--- src/rtl/sio_irq_pkg.sv ---
// Package: shared constants for the serial port request logic.
// Assumes a fixed six-flag status layout that software decodes by bit.
package sio_irq_pkg;
    localparam int FLAG_W = 6;
    localparam int EN_W   = 3;
    localparam int SRC_N  = 4;
    localparam int CODE_W = $clog2(SRC_N);

    // status bit positions (software decodes these)
    localparam int F_TXE = 0;
    localparam int F_TXC = 1;
    localparam int F_RXF = 2;
    localparam int F_OVR = 3;
    localparam int F_PAR = 4;
    localparam int F_FRM = 5;

    // enable bit positions
    localparam int E_TX  = 0;
    localparam int E_RX  = 1;
    localparam int E_TE  = 2;

    // reset value: transmitter idle, buffer free
    localparam logic [FLAG_W-1:0] FLAG_RST = 6'b000011;

    // request source index doubles as the priority code (0 = highest)
    typedef enum logic [CODE_W-1:0] {
        SRC_RXERR  = 2'd0,
        SRC_RXFULL = 2'd1,
        SRC_TXE    = 2'd2,
        SRC_TXEND  = 2'd3
    } src_e;
endpackage

--- src/rtl/sio_flag_bank.sv ---
// Module: sio_flag_bank
// Holds the status flags. Each bit is set by an event pulse. The CPU clears
// a bit with read-while-1 then write-0, and a DMA strobe can also clear it.
// Priority per bit: set event, then clear, then arming read, then disarm on write.
// Assumes the event pulses and strobes are synchronous to clk.
module sio_flag_bank #(
    parameter int W = 6,
    parameter logic [W-1:0] RST_VAL = '0
) (
    input  logic         clk,
    input  logic         rst_n,
    input  logic [W-1:0] set_ev,
    input  logic [W-1:0] dma_clr,
    input  logic         rd,
    input  logic         wr,
    input  logic [W-1:0] wdata,
    output logic [W-1:0] flags
);
    logic [W-1:0] flag_q;
    logic [W-1:0] arm_q;

    assign flags = flag_q;

    for (genvar i = 0; i < W; i++) begin : g_bit
        logic cpu_clr;
        assign cpu_clr = wr && !wdata[i] && arm_q[i];

        // per-bit flag and read-arm update
        always_ff @(posedge clk) begin
            if (!rst_n) begin
                flag_q[i] <= RST_VAL[i];
                arm_q[i]  <= 1'b0;
            end else if (set_ev[i]) begin
                flag_q[i] <= 1'b1;
                arm_q[i]  <= 1'b0;
            end else if (cpu_clr || dma_clr[i]) begin
                flag_q[i] <= 1'b0;
                arm_q[i]  <= 1'b0;
            end else if (rd && flag_q[i]) begin
                arm_q[i]  <= 1'b1;
            end else if (wr) begin
                arm_q[i]  <= 1'b0;
            end
        end

        assert_set_wins_R6: assert property (@(posedge clk) disable iff (!rst_n)
            set_ev[i] |=> flag_q[i]);
        assert_no_blind_clear_R3: assert property (@(posedge clk) disable iff (!rst_n)
            (flag_q[i] && !arm_q[i] && !dma_clr[i]) |=> flag_q[i]);
        assert_dma_clear_R5: assert property (@(posedge clk) disable iff (!rst_n)
            (dma_clr[i] && !set_ev[i]) |=> !flag_q[i]);
    end
endmodule

--- src/rtl/sio_req_gate.sv ---
// Module: sio_req_gate
// Holds the enable register. Gates the flags into the four request lines
// and the two DMA triggers. Assumes the package flag and enable layout.
module sio_req_gate
    import sio_irq_pkg::*;
(
    input  logic              clk,
    input  logic              rst_n,
    input  logic              ctrl_wr,
    input  logic [EN_W-1:0]   ctrl_wdata,
    input  logic [FLAG_W-1:0] flags,
    output logic [SRC_N-1:0]  req,
    output logic              dma_tx,
    output logic              dma_rx
);
    logic [EN_W-1:0] en_q;

    // enable register load
    always_ff @(posedge clk) begin
        if (!rst_n)       en_q <= '0;
        else if (ctrl_wr) en_q <= ctrl_wdata;
    end

    // request lines, indexed by priority code
    always_comb begin
        req             = '0;
        req[SRC_RXERR]  = en_q[E_RX] && (flags[F_OVR] || flags[F_PAR] || flags[F_FRM]);
        req[SRC_RXFULL] = en_q[E_RX] && flags[F_RXF];
        req[SRC_TXE]    = en_q[E_TX] && flags[F_TXE];
        req[SRC_TXEND]  = en_q[E_TE] && flags[F_TXC];
    end

    // only the data-movement sources may trigger DMA
    assign dma_tx = req[SRC_TXE];
    assign dma_rx = req[SRC_RXFULL];

    assert_dma_needs_flag_R10: assert property (@(posedge clk) disable iff (!rst_n)
        (dma_tx |-> flags[F_TXE]) and (dma_rx |-> flags[F_RXF]));
    assert_disabled_quiet_R7: assert property (@(posedge clk) disable iff (!rst_n)
        (ctrl_wr && ctrl_wdata == '0) |=> (req == '0));
endmodule

--- src/rtl/sio_prio_enc.sv ---
// Module: sio_prio_enc
// Fixed-priority encoder. The lowest set index wins. Purely combinational.
module sio_prio_enc #(
    parameter int N = 4,
    localparam int CW = (N > 1) ? $clog2(N) : 1
) (
    input  logic [N-1:0]  req,
    output logic          valid,
    output logic [CW-1:0] code
);
    // scan from lowest priority up so the highest-priority index is written last
    always_comb begin
        valid = |req;
        code  = '0;
        for (int i = N - 1; i >= 0; i--) begin
            if (req[i]) code = i[CW-1:0];
        end
    end
endmodule

--- src/rtl/sio_irq_ctrl.sv ---
// Module: sio_irq_ctrl (top)
// Status flags, enables, separate and combined interrupt requests, and DMA
// triggers for a simple asynchronous serial port. Assumes one-cycle event
// pulses and one-cycle CPU/DMA strobes, all synchronous to clk.
module sio_irq_ctrl
    import sio_irq_pkg::*;
(
    input  logic              clk,
    input  logic              rst_n,
    input  logic              ev_tx_empty,
    input  logic              ev_tx_done,
    input  logic              ev_rx_full,
    input  logic              ev_overrun,
    input  logic              ev_parity,
    input  logic              ev_framing,
    input  logic              stat_rd,
    input  logic              stat_wr,
    input  logic [FLAG_W-1:0] stat_wdata,
    input  logic              ctrl_wr,
    input  logic [EN_W-1:0]   ctrl_wdata,
    input  logic              dma_tx_wr,
    input  logic              dma_rx_rd,
    output logic [FLAG_W-1:0] stat_rdata,
    output logic              irq_rxerr,
    output logic              irq_rxfull,
    output logic              irq_txempty,
    output logic              irq_txend,
    output logic              irq_valid,
    output logic [CODE_W-1:0] irq_code,
    output logic              dma_tx_req,
    output logic              dma_rx_req
);
    logic [FLAG_W-1:0] set_ev;
    logic [FLAG_W-1:0] dma_clr;
    logic [FLAG_W-1:0] flags;
    logic [SRC_N-1:0]  req;

    // gather event pulses and DMA clears into flag-position vectors
    always_comb begin
        set_ev         = '0;
        set_ev[F_TXE]  = ev_tx_empty;
        set_ev[F_TXC]  = ev_tx_done;
        set_ev[F_RXF]  = ev_rx_full;
        set_ev[F_OVR]  = ev_overrun;
        set_ev[F_PAR]  = ev_parity;
        set_ev[F_FRM]  = ev_framing;
        dma_clr        = '0;
        dma_clr[F_TXE] = dma_tx_wr;
        dma_clr[F_RXF] = dma_rx_rd;
    end

    sio_flag_bank #(.W(FLAG_W), .RST_VAL(FLAG_RST)) u_flags (
        .clk(clk), .rst_n(rst_n), .set_ev(set_ev), .dma_clr(dma_clr),
        .rd(stat_rd), .wr(stat_wr), .wdata(stat_wdata), .flags(flags)
    );

    sio_req_gate u_gate (
        .clk(clk), .rst_n(rst_n), .ctrl_wr(ctrl_wr), .ctrl_wdata(ctrl_wdata),
        .flags(flags), .req(req), .dma_tx(dma_tx_req), .dma_rx(dma_rx_req)
    );

    sio_prio_enc #(.N(SRC_N)) u_prio (
        .req(req), .valid(irq_valid), .code(irq_code)
    );

    assign stat_rdata  = flags;
    assign irq_rxerr   = req[SRC_RXERR];
    assign irq_rxfull  = req[SRC_RXFULL];
    assign irq_txempty = req[SRC_TXE];
    assign irq_txend   = req[SRC_TXEND];

    assert_rxerr_first_R9: assert property (@(posedge clk) disable iff (!rst_n)
        irq_rxerr |-> (irq_valid && irq_code == CODE_W'(SRC_RXERR)));
    assert_code_active_R9: assert property (@(posedge clk) disable iff (!rst_n)
        irq_valid |-> req[irq_code]);
    assert_err_from_flags_R8: assert property (@(posedge clk) disable iff (!rst_n)
        irq_rxerr |-> (stat_rdata[F_OVR] || stat_rdata[F_PAR] || stat_rdata[F_FRM]));
endmodule

--- config.mk ---
export PLATFORM = sky130hd
export DESIGN_NAME = sio_irq_ctrl
export DESIGN_NICKNAME = d
export VERILOG_FILES = /design/src/rtl/sio_irq_pkg.sv /design/src/rtl/sio_flag_bank.sv /design/src/rtl/sio_req_gate.sv /design/src/rtl/sio_prio_enc.sv /design/src/rtl/sio_irq_ctrl.sv
export SDC_FILE = /design/constraint.sdc
export NUM_CORES = 1
export LEC_CHECK = 0
export ABC_AREA = 1
export BUFFER_PORTS_ARGS = -buffer_cell sky130_fd_sc_hd__buf_4
export CAP_MARGIN = 30
export CORE_AREA = 2 2 53 55
export DETAILED_ROUTE_END_ITERATION = 8
export DIE_AREA = 0 0 55 57
export REMOVE_ABC_BUFFERS = 1
export SLEW_MARGIN = 20
export SYNTH_ARGS = -nofsm -noshare
export SYNTH_HDL_FRONTEND = slang
export SYNTH_HIERARCHICAL = 1
export SYNTH_SLANG_ARGS = --single-unit
export TNS_END_PERCENT = 10
--- constraint.sdc ---
create_clock -name clk -period 0.8 [get_ports clk]
set_input_delay 0.08 -clock clk [delete_from_list [all_inputs] [get_ports clk]]
set_output_delay 0.08 -clock clk [all_outputs]
set_load 0.01 [all_outputs]
==> run metrics <==
Ys Warns=6; clk sinks=15; Routed WL per cell=10.8 um; Final #Nets=182; RSZ-0062 raised after global routing=yes; distinct cell type count after synthesis=14; TritonCTS clock tree=built; Tcrit/Tclk final=1.51; Syn Area/Cell=6.82 um^2; Residual DRC=0; Final Hold Viols=0; Ports=37; Area Growth Syn to Fin=71.5%; Tot Pwr=1720 uW; Pwr Density=1350 nW/um^2; post-CTS setup buffer count=0; crit start category=flop; layout cells sized above 1=0.509; drt initial violations=5; clock-pin slew on the worst setup and hold paths=0.09 ns; crit path DAT=1.13 ns; cell area after synthesis=743 um^2; leak pwr=0.000621 uW; largest net degree at the start of global routing=13; most frequent cell on the critical path=a21oi_2; synthesis-stage register bit count=15; VDD IR-drop max=0.673 mV; H-Tree Depth=1; 1st-pass router iterations=5; Clock Tree Buf Depth=2; final wirelength=2060 um; first-pass GRT wire length=3240 um; die area=3140 um^2; Max Cap Viol=0; vias in the first global route=866; crit path max fanout=2; area share of the largest cell type after synthesis=0.404; ANT nets after route=0; Setup CP Type=reg2out; Core Util, Final=0.488; Met3 Routed Length=143 um; die height=57 um; Rows=19; Storage cell area=310 um^2; Starting Density=0.284; All-Layer GR Usage=0.139; Max Used Layer=met3; f_max=826 MHz; CTS buffer count=3; failing checks=setup timing; Worst Hold Class=in2reg; Post-Syn Instances=109; met2 WL=1130 um; post-route setup slack=-0.411 ns; number of inserted diodes=0; CP required=0.72 ns; CP cell instances=nor2_2 > a21oi_2 > inv_1 > nand2_1 > a21oi_2 > buf_4; CP endpoint kind=primary output; post-synth top area cell=dfxtp_1; ranking of synthesized cells by area=dfxtp_1 40%, inv_1 13%, nand3_1 8.1%; total gr overflow=0; width of the die=55 um; Critical-path top delay cell=dfxtp_2; count of buffers from port buffering=36; detailed-route via count=855; Routability Congestion=0.779; hpwl dp=1590 um; Multi-input gate area=378 um^2; core area=2620 um^2; Period minus WS final=1.21 ns; via/cell ratio=4.50; worst skew pair latency=0.27 ns; CTS Root Cell=clkbuf_4; slowest stage delay, CP=0.33 ns; Final Max Tran Viols=0; final setup fails=15; initial antenna violation count=0; final worst clock skew=0.00315 ns; fillers=289; part of the Yosys area used for sequential elements=0.404; run status=finished, violations left; Fin Hold WS=0.0151 ns; M1 wire length=787 um
[worst max-delay path: cells and delay by family, from the launching register on]
kind,cells,cell delay [ns]
and+or+nand+nor,2,0.17
AOI/OAI and AO/OA,2,0.17
buffers and inverters,2,0.19
DFF,1,0.33
[per-layer routing]
| metal | track usage | vias up |
|---|---|---|
| li1 | - | 434 |
| met1 | 0.153 | 391 |
| met2 | 0.267 | 30 |
| met3 | 0.0236 | 0 |
| met4 | 0.0314 | 0 |
| met5 | 0 | - |
[stage by stage]
stage	setup TNS (ns)	cell area [um^2]	setup slack [ns]	instances
2_1_floorplan	-0.745	732	-0.274	109
3_3_place_gp	-0.321	1120	-0.107	186
3_5_place_dp	-0.437	1120	-0.151	186
4_1_cts	-3.70	1180	-0.435	190
5_1_grt	-4.08	1270	-0.503	190
6_report	-3.25	1270	-0.411	190
[power by group]
group	switching (uW)	internal, uW	total (uW)	leakage, uW
Clock	226	193	419	0.0000150
Combinational	215	270	485	0.000482
Sequential	27.2	787	814	0.000125
Total	468	1250	1720	0.000621
[state kept, by name (all words and copies together), names as in the netlist]
| signal | cells |
|---|---|
| u_flags/arm_q | 6 |
| u_gate/en_q | 3 |
| u_flags/flags | 6 |
[cells by family (layout without fill, tap and decap cells)]
family / Yosys count / after routing / synth area share
AND/OR/NAND/NOR: 49 / 49 / 0.301
AO/OA/AOI/OAI: 13 / 13 / 0.118
other: 1 / 4 / 0.00505
buffers and inverters: 31 / 78 / 0.172
flip-flops: 15 / 15 / 0.404
[cells in the mapped netlist (all sizes together)]
cell	count
a22oi	6
inv	28
conb	1
nor2	15
nand4	5
nand2	15
buf	3
nand3	12
dfxtp	15
nand3b	2
a21oi	7
[path summary, 6_finish.rpt]
check,from,to,slack [ns],cells past startpoint
setup / recovery,u_flags/flags[3],irq_code[1],-0.41,6
hold / removal,ev_tx_done,u_flags/flags[1],0.02,3
setup reg to reg,u_flags/flags[3],u_flags/arm_q[3],0.02,3
hold reg to reg,u_gate/en_q[0],u_gate/en_q[0],0.49,2
[layout by cell type, fill, tap and decap left out, types with 3 or more instances in the layout]
cell       n
nand3_1   12
buf_6     19
a21oi_2    5
inv_1     21
nor2_1    12
nor2_2     3
conb_1     4
dfxtp_1    7
dfxtp_2    8
nand4_1    5
clkbuf_4   3
nand2_2    3
inv_2      7
a22oi_2    6
buf_4     27
nand2_1   12
[final cells by class]
class / instances / share of cell area
Timing Repair Buffer: 46 / 0.327
Multi-Input combinational cell: 66 / 0.296
Sequential cell: 15 / 0.243
Inverter: 28 / 0.0824
Tap cell: 31 / 0.0304
Clock buffer: 4 / 0.0206
[repair_timing]
item,4_1_cts,5_1_grt
gates resized for setup,14,30
hold buffers,0,0
cloned,0,0
pin swaps,1,2
setup endpoints to repair,15,23
(Power assumes the default switching activity.)
